## config.mk

```make
export PLATFORM = sky130hd
export DESIGN_NAME = spr_page_copier
export DESIGN_NICKNAME = d
export VERILOG_FILES = /design/src/rtl/spr_copy_pkg.sv /design/src/rtl/spr_copy_seq.sv /design/src/rtl/spr_copy_addr.sv /design/src/rtl/spr_copy_wport.sv /design/src/rtl/spr_page_copier.sv
export SDC_FILE = /design/constraint.sdc
export NUM_CORES = 1
export LEC_CHECK = 0
export ABC_CLOCK_PERIOD_IN_PS = 1500
export BUFFER_PORTS_ARGS = -buffer_cell sky130_fd_sc_hd__buf_2
export CELL_PAD_IN_SITES_DETAIL_PLACEMENT = 0
export CELL_PAD_IN_SITES_GLOBAL_PLACEMENT = 1
export CORE_MARGIN = 2
export CORE_UTILIZATION = 30
export CTS_CLUSTER_SIZE = 8
export DETAILED_ROUTE_END_ITERATION = 10
export GPL_TIMING_DRIVEN = 0
export PLACE_DENSITY = 0.81
export SYNTH_ARGS = -nofsm -noshare
export SYNTH_HDL_FRONTEND = slang
export SYNTH_SLANG_ARGS = --single-unit
```

## constraint.sdc

```tcl
create_clock -name clk -period 1.5 [get_ports clk]
set_input_delay 0.3 -clock clk [delete_from_list [all_inputs] [get_ports clk]]
set_output_delay 0.3 -clock clk [all_outputs]
set_load 0.01 [all_outputs]
```

## src/rtl/spr_copy_pkg.sv

```systemverilog
package spr_copy_pkg;

    localparam int PAGE_W_DEF = 8;
    localparam int OFFS_W_DEF = 8;
    localparam int DATA_W_DEF = 8;

    // Odd parity needs one alignment cycle, even needs two.
    localparam int ALIGN_ODD  = 1;
    localparam int ALIGN_EVEN = 2;
    localparam int ALIGN_W    = 2;

    typedef enum logic [1:0] {
        PH_IDLE  = 2'd0,
        PH_ALIGN = 2'd1,
        PH_READ  = 2'd2,
        PH_WRITE = 2'd3
    } phase_e;

    function automatic logic [ALIGN_W-1:0] align_len(input logic odd);
        return odd ? ALIGN_W'(ALIGN_ODD) : ALIGN_W'(ALIGN_EVEN);
    endfunction

    function automatic logic is_busy(input phase_e ph);
        return ph != PH_IDLE;
    endfunction

endpackage

```

## src/rtl/spr_copy_seq.sv

```systemverilog
module spr_copy_seq
    import spr_copy_pkg::*;
(
    input  logic   clk,
    input  logic   rst,
    input  logic   start_i,
    input  logic   odd_i,
    input  logic   last_i,
    output phase_e phase_o,
    output logic   accept_o,
    output logic   done_o
);

    phase_e               phase_q;
    logic [ALIGN_W-1:0]   align_q;
    logic                 done_q;

    assign accept_o = (phase_q == PH_IDLE) && start_i;
    assign phase_o  = phase_q;
    assign done_o   = done_q;

    always_ff @(posedge clk) begin
        if (rst) begin
            phase_q <= PH_IDLE;
            align_q <= '0;
            done_q  <= 1'b0;
        end else begin
            done_q <= 1'b0;
            case (phase_q)
                PH_IDLE: begin
                    if (start_i) begin
                        phase_q <= PH_ALIGN;
                        align_q <= align_len(odd_i);
                    end
                end
                PH_ALIGN: begin
                    if (align_q == ALIGN_W'(1)) begin
                        phase_q <= PH_READ;
                    end else begin
                        align_q <= align_q - ALIGN_W'(1);
                    end
                end
                PH_READ: begin
                    phase_q <= PH_WRITE;
                end
                PH_WRITE: begin
                    if (last_i) begin
                        phase_q <= PH_IDLE;
                        done_q  <= 1'b1;
                    end else begin
                        phase_q <= PH_READ;
                    end
                end
                default: phase_q <= PH_IDLE;
            endcase
        end
    end

    assert_odd_align_R2: assert property (@(posedge clk) disable iff (rst)
        (phase_q == PH_IDLE && start_i && odd_i) |=> (phase_q == PH_ALIGN) ##1 (phase_q == PH_READ));

    assert_even_align_R3: assert property (@(posedge clk) disable iff (rst)
        (phase_q == PH_IDLE && start_i && !odd_i)
            |=> (phase_q == PH_ALIGN) ##1 (phase_q == PH_ALIGN) ##1 (phase_q == PH_READ));

    assert_read_then_write_R5: assert property (@(posedge clk) disable iff (rst)
        (phase_q == PH_READ) |=> (phase_q == PH_WRITE));

    assert_done_single_R7: assert property (@(posedge clk) disable iff (rst)
        done_q |=> !done_q);

    assert_done_after_write_R7: assert property (@(posedge clk) disable iff (rst)
        $rose(done_q) |-> ($past(phase_q) == PH_WRITE && phase_q == PH_IDLE));

    assert_busy_no_restart_R8: assert property (@(posedge clk) disable iff (rst)
        (phase_q == PH_READ || phase_q == PH_WRITE) |=> (phase_q != PH_ALIGN));

endmodule

```

## src/rtl/spr_copy_addr.sv

```systemverilog
module spr_copy_addr
    import spr_copy_pkg::*;
#(
    parameter int PAGE_W = PAGE_W_DEF,
    parameter int OFFS_W = OFFS_W_DEF,
    localparam int ADDR_W = PAGE_W + OFFS_W
) (
    input  logic              clk,
    input  logic              rst,
    input  logic              accept_i,
    input  logic [PAGE_W-1:0] page_i,
    input  phase_e            phase_i,
    output logic [ADDR_W-1:0] addr_o,
    output logic              last_o
);

    localparam logic [OFFS_W-1:0] OFFS_LAST = {OFFS_W{1'b1}};

    logic [PAGE_W-1:0] page_q;
    logic [OFFS_W-1:0] offs_q;

    always_ff @(posedge clk) begin
        if (rst) begin
            page_q <= '0;
            offs_q <= '0;
        end else if (accept_i) begin
            page_q <= page_i;
            offs_q <= '0;
        end else if (phase_i == PH_WRITE) begin
            offs_q <= offs_q + OFFS_W'(1);
        end
    end

    assign addr_o = {page_q, offs_q};
    assign last_o = (offs_q == OFFS_LAST);

    assert_ascending_R4: assert property (@(posedge clk) disable iff (rst)
        (phase_i == PH_READ && $past(phase_i) == PH_WRITE) |-> (offs_q == $past(offs_q) + OFFS_W'(1)));

    assert_first_offset_R4: assert property (@(posedge clk) disable iff (rst)
        (phase_i == PH_READ && $past(phase_i) == PH_ALIGN) |-> (offs_q == '0));

    assert_page_held_R8: assert property (@(posedge clk) disable iff (rst)
        is_busy(phase_i) |=> $stable(page_q));

endmodule

```

## src/rtl/spr_copy_wport.sv

```systemverilog
module spr_copy_wport
    import spr_copy_pkg::*;
#(
    parameter int DATA_W = DATA_W_DEF
) (
    input  logic              clk,
    input  logic              rst,
    input  phase_e            phase_i,
    input  logic [DATA_W-1:0] rdata_i,
    output logic              rd_o,
    output logic              wr_o,
    output logic [DATA_W-1:0] wdata_o
);

    logic [DATA_W-1:0] hold_q;

    always_ff @(posedge clk) begin
        if (rst) begin
            hold_q <= '0;
        end else if (phase_i == PH_READ) begin
            hold_q <= rdata_i;
        end
    end

    assign rd_o    = (phase_i == PH_READ);
    assign wr_o    = (phase_i == PH_WRITE);
    assign wdata_o = hold_q;

    assert_write_data_R5: assert property (@(posedge clk) disable iff (rst)
        rd_o |=> (wr_o && wdata_o == $past(rdata_i)));

endmodule

```

## src/rtl/spr_page_copier.sv

```systemverilog
module spr_page_copier
    import spr_copy_pkg::*;
#(
    parameter int PAGE_W = PAGE_W_DEF,
    parameter int OFFS_W = OFFS_W_DEF,
    parameter int DATA_W = DATA_W_DEF,
    localparam int ADDR_W = PAGE_W + OFFS_W
) (
    input  logic              clk,
    input  logic              rst,
    input  logic              trig_i,
    input  logic [PAGE_W-1:0] page_i,
    input  logic              cpu_odd_i,
    input  logic [DATA_W-1:0] rdata_i,
    output logic              stall_o,
    output logic [ADDR_W-1:0] bus_addr_o,
    output logic              bus_rd_o,
    output logic [DATA_W-1:0] spr_wdata_o,
    output logic              spr_wr_o,
    output logic              done_o
);

    phase_e phase;
    logic   accept;
    logic   last;

    spr_copy_seq u_seq (
        .clk      (clk),
        .rst      (rst),
        .start_i  (trig_i),
        .odd_i    (cpu_odd_i),
        .last_i   (last),
        .phase_o  (phase),
        .accept_o (accept),
        .done_o   (done_o)
    );

    spr_copy_addr #(
        .PAGE_W (PAGE_W),
        .OFFS_W (OFFS_W)
    ) u_addr (
        .clk      (clk),
        .rst      (rst),
        .accept_i (accept),
        .page_i   (page_i),
        .phase_i  (phase),
        .addr_o   (bus_addr_o),
        .last_o   (last)
    );

    spr_copy_wport #(
        .DATA_W (DATA_W)
    ) u_wport (
        .clk     (clk),
        .rst     (rst),
        .phase_i (phase),
        .rdata_i (rdata_i),
        .rd_o    (bus_rd_o),
        .wr_o    (spr_wr_o),
        .wdata_o (spr_wdata_o)
    );

    assign stall_o = is_busy(phase);

    assert_stall_start_R6: assert property (@(posedge clk) disable iff (rst)
        (!stall_o && trig_i) |=> stall_o);

    assert_done_unstalled_R7: assert property (@(posedge clk) disable iff (rst)
        done_o |-> !stall_o);

    assert_strobes_exclusive_R5: assert property (@(posedge clk) disable iff (rst)
        $onehot0({bus_rd_o, spr_wr_o, done_o}));

endmodule

```

==> impl_metrics.py <==
metrics = {
    "synth": {
        "ys_top_cells_by_count": "37 x nand2_1, 29 x dfxtp_1, 19 x a21oi_1",
        "synthTopCellsByArea": "dfxtp_1 49%, nand2_1 12%, a21oi_1 8.1%, nor2_1 4.1%, xnor2_1 3.7%",
        "synth_edf_count": 0,
        "synth_nets": 165,
        "avgSynthCellArea_um2": 8.233,
        "yosys_most_used_dff": "dfxtp_1",
        "yosysWarnings": 0,
        "synth.distinct_cells": 25,
        "synthArstFlopShare_pct": 0,
        "seq_area_frac_synth_pct": 49.31,
        "synth_top_area_share_pct": 49.31,
        "yosysMostFrequentCell": "nand2_1",
        "synth_seq_cells": 29,
        "syn_area_um2": 1177,
        "synth_cells": 143,
        "synth_top_cell_by_area": "dfxtp_1",
    },
    "finish": {
        "antenna_cells": 0,
        "nets": 223,
        "drive_gt1_share_pct": 35.64,
        "nFillCells": 392,
        "syn_to_final_growth_pct": 40.06,
    },
    "place": {
        "dpl.hpwl_um": 1822,
        "io_buffers": 47,
        "gp_congestion": 0.6995,
    },
    "sta": {
        "rsz0062_at_grt": "no",
        "tns_ns": 0,
        "fmax_mhz": 691.7,
        "maxSlewHeadroom_pct": 69.01,
        "final_hold_viol_count": 0,
        "period_needed_ns": 1.446,
        "final_max_slew_viol_count": 0,
        "finalSetupViolCount": 0,
        "finClkSkew_ns": 0.004996,
        "tightest_slew_ns": 0.4648,
        "finalCritPeriodShare_pct": 96.39,
    },
    "route": {
        "first_pass_iters": 4,
        "viasPerCell": 4.352,
        "antenna_left": 0,
        "vias": 1088,
        "wl_per_cell_um": 10.20,
        "drtIter0Drc": 52,
        "drcViolationCount": 0,
        "drt-total-wl_um": 2551,
    },
    "global_routing": {
        "grt_pass1_vias": 971,
        "grt_max_degree": 11,
        "overflow": 0,
        "track_usage_pct": 12.53,
        "grt_pass1_wl_um": 4105,
        "antenna_found_initial": 0,
    },
    "die": {
        "start_util_pct": 31.68,
        "rows": 22,
        "coreArea_um2": 3716,
        "fp.dieArea_um2": 4442,
        "die_y_um": 66.65,
        "pin_count": 48,
        "die_w_um": 66.65,
    },
    "clock_tree": {
        "cts_num_sinks": 29,
        "root_buffer": "clkbuf_8",
        "cts_tree": "done",
        "insertion_delay_ns": 0.28,
        "htreeDepth": 2,
        "postCtsHoldBufs": 0,
        "numCtsBuffers": 5,
        "cts_buffer_depth": 2,
        "cts.clk_slew.worst_paths_ns": 0.06,
    },
    "pwr": {
        "vdd_ir_drop_max_v": 0.0005416,
        "power_per_cell_area_nw_per_um2": 1158,
        "p_leak_uw": 0.0007570,
        "power_uw": 1910,
    },
    "setup_path": {
        "reg2reg_from": "u_seq.phase_o[0]",
        "path_class": "flop to primary output",
        "crit_required_ns": 1.20,
        "critPathLaunch": "u_seq.phase_o[0]",
        "arrival_ns": 1.15,
        "reg2reg_depth": 6,
        "regToRegSetupSlack_ns": 0.12,
        "start_kind": "flop",
        "cp-end-kind": "primary output",
        "r2r_end": "u_seq.align_q[0]",
        "cp_max_fo": 9,
    },
    "job": {
        "maxCapViolCount": 0,
    },
    "worst_hold_path": {
        "worstHoldStart": "page_i[2]",
        "holdPathEnd": "u_addr.page_q[2]",
        "hold_depth": 3,
        "hold_class": "input pin to flop",
    },
    "run_status": {
        "outcome": "finished clean",
    },
}
-- routing by layer --
metal / wire length (um) / global-route usage, %
met5: 0 / 0
met4: 70 / 8.418
met3: 179 / 4.054
met2: 1068 / 18.38
met1: 1232 / 15.49
-- layout by cell type (no fill, tap or decap), drive strengths merged, types with 2 or more instances in the layout --
master	Yosys	layout
dfxtp	29	29
nand2	39	39
nor3	2	2
nand2b	5	5
clkbuf	2	9
o21ai	2	2
xor2	2	2
nand4	3	3
xnor2	5	5
inv	6	6
a21oi	20	20
and2	2	2
nand3	2	2
buf	4	55
a311oi	2	2
nor2	14	14
ha	2	2
-- final cells by class --
| cell class | count | area [um^2] | area share, % |
|---|---|---|---|
| multi-input combinational | 102 | 548.0 | 33.23 |
| clock inverter | 1 | 30.03 | 1.821 |
| inverter | 6 | 30.03 | 1.821 |
| buffer | 6 | 40.04 | 2.428 |
| clock buffer | 7 | 86.33 | 5.235 |
| sequential | 29 | 583.1 | 35.36 |
| tap | 48 | 60.06 | 3.642 |
| timing repair buffer | 51 | 271.5 | 16.46 |
-- worst max-delay path, cell delays in order, from the launching register on --
cell and delay, ns:
dfxtp_2 0.32, buf_6 0.13, nand2b_4 0.13, buf_6 0.13
inv_8 0.06, buf_6 0.09
-- registers in the layout, indices dropped and copies added (netlist names) --
register / flops
u_addr.offs_q: 8
u_seq.phase_o: 2
u_addr.page_q: 8
u_seq.align_q: 2
u_seq.done_o: 1
u_wport.wdata_o: 8
-- repair_timing --
item	in CTS	in global routing
setup endpoints to repair	1	1
pin swaps	0	0
endpoints found under the hold margin	0	0
setup buffers	1	3
gates resized for setup	7	2
-- through the flow --
step                      hold WS, ns  setup slack, ns  std cells  cell area [um^2]  util (%)
after detailed placement       0.4469           0.1360        238              1473     39.63
final                          0.2481          0.05421        250              1649     44.38
after global routing           0.2570         0.005334        250              1649     44.38
after global placement         0.4400           0.1233        238              1473     39.63
after floorplan                0.4360           0.2882        143              1177         -
after CTS                      0.2421        0.0003029        247              1617     43.50
-- logic make-up after synthesis --
group / share of synthesized area [%]
AOI/OAI and AO/OA: 11.80
buffers and inverters: 4.782
DFF: 49.31
adders and majority gates: 2.125
xor gates and xnor gates: 5.207
and+or+nand+nor: 26.78
-- power breakdown --
group	internal, uW	leakage (uW)	switching (uW)
combinational	117	0.000462	133
clock	541	0.0000585	289
sequential	808	0.000236	23.0
total	1470	0.000757	445
-- worst max path at each step --
stage | end | slack, ns
finish | bus_rd_o | 0.05
global placement | bus_rd_o | 0.12
floorplan | u_seq.align_q[0] | 0.29
detailed placement | bus_rd_o | 0.14
global route | bus_rd_o | 0.005
CTS | bus_rd_o | 0.0003
Note: power is estimated with default switching activity, not from simulation.
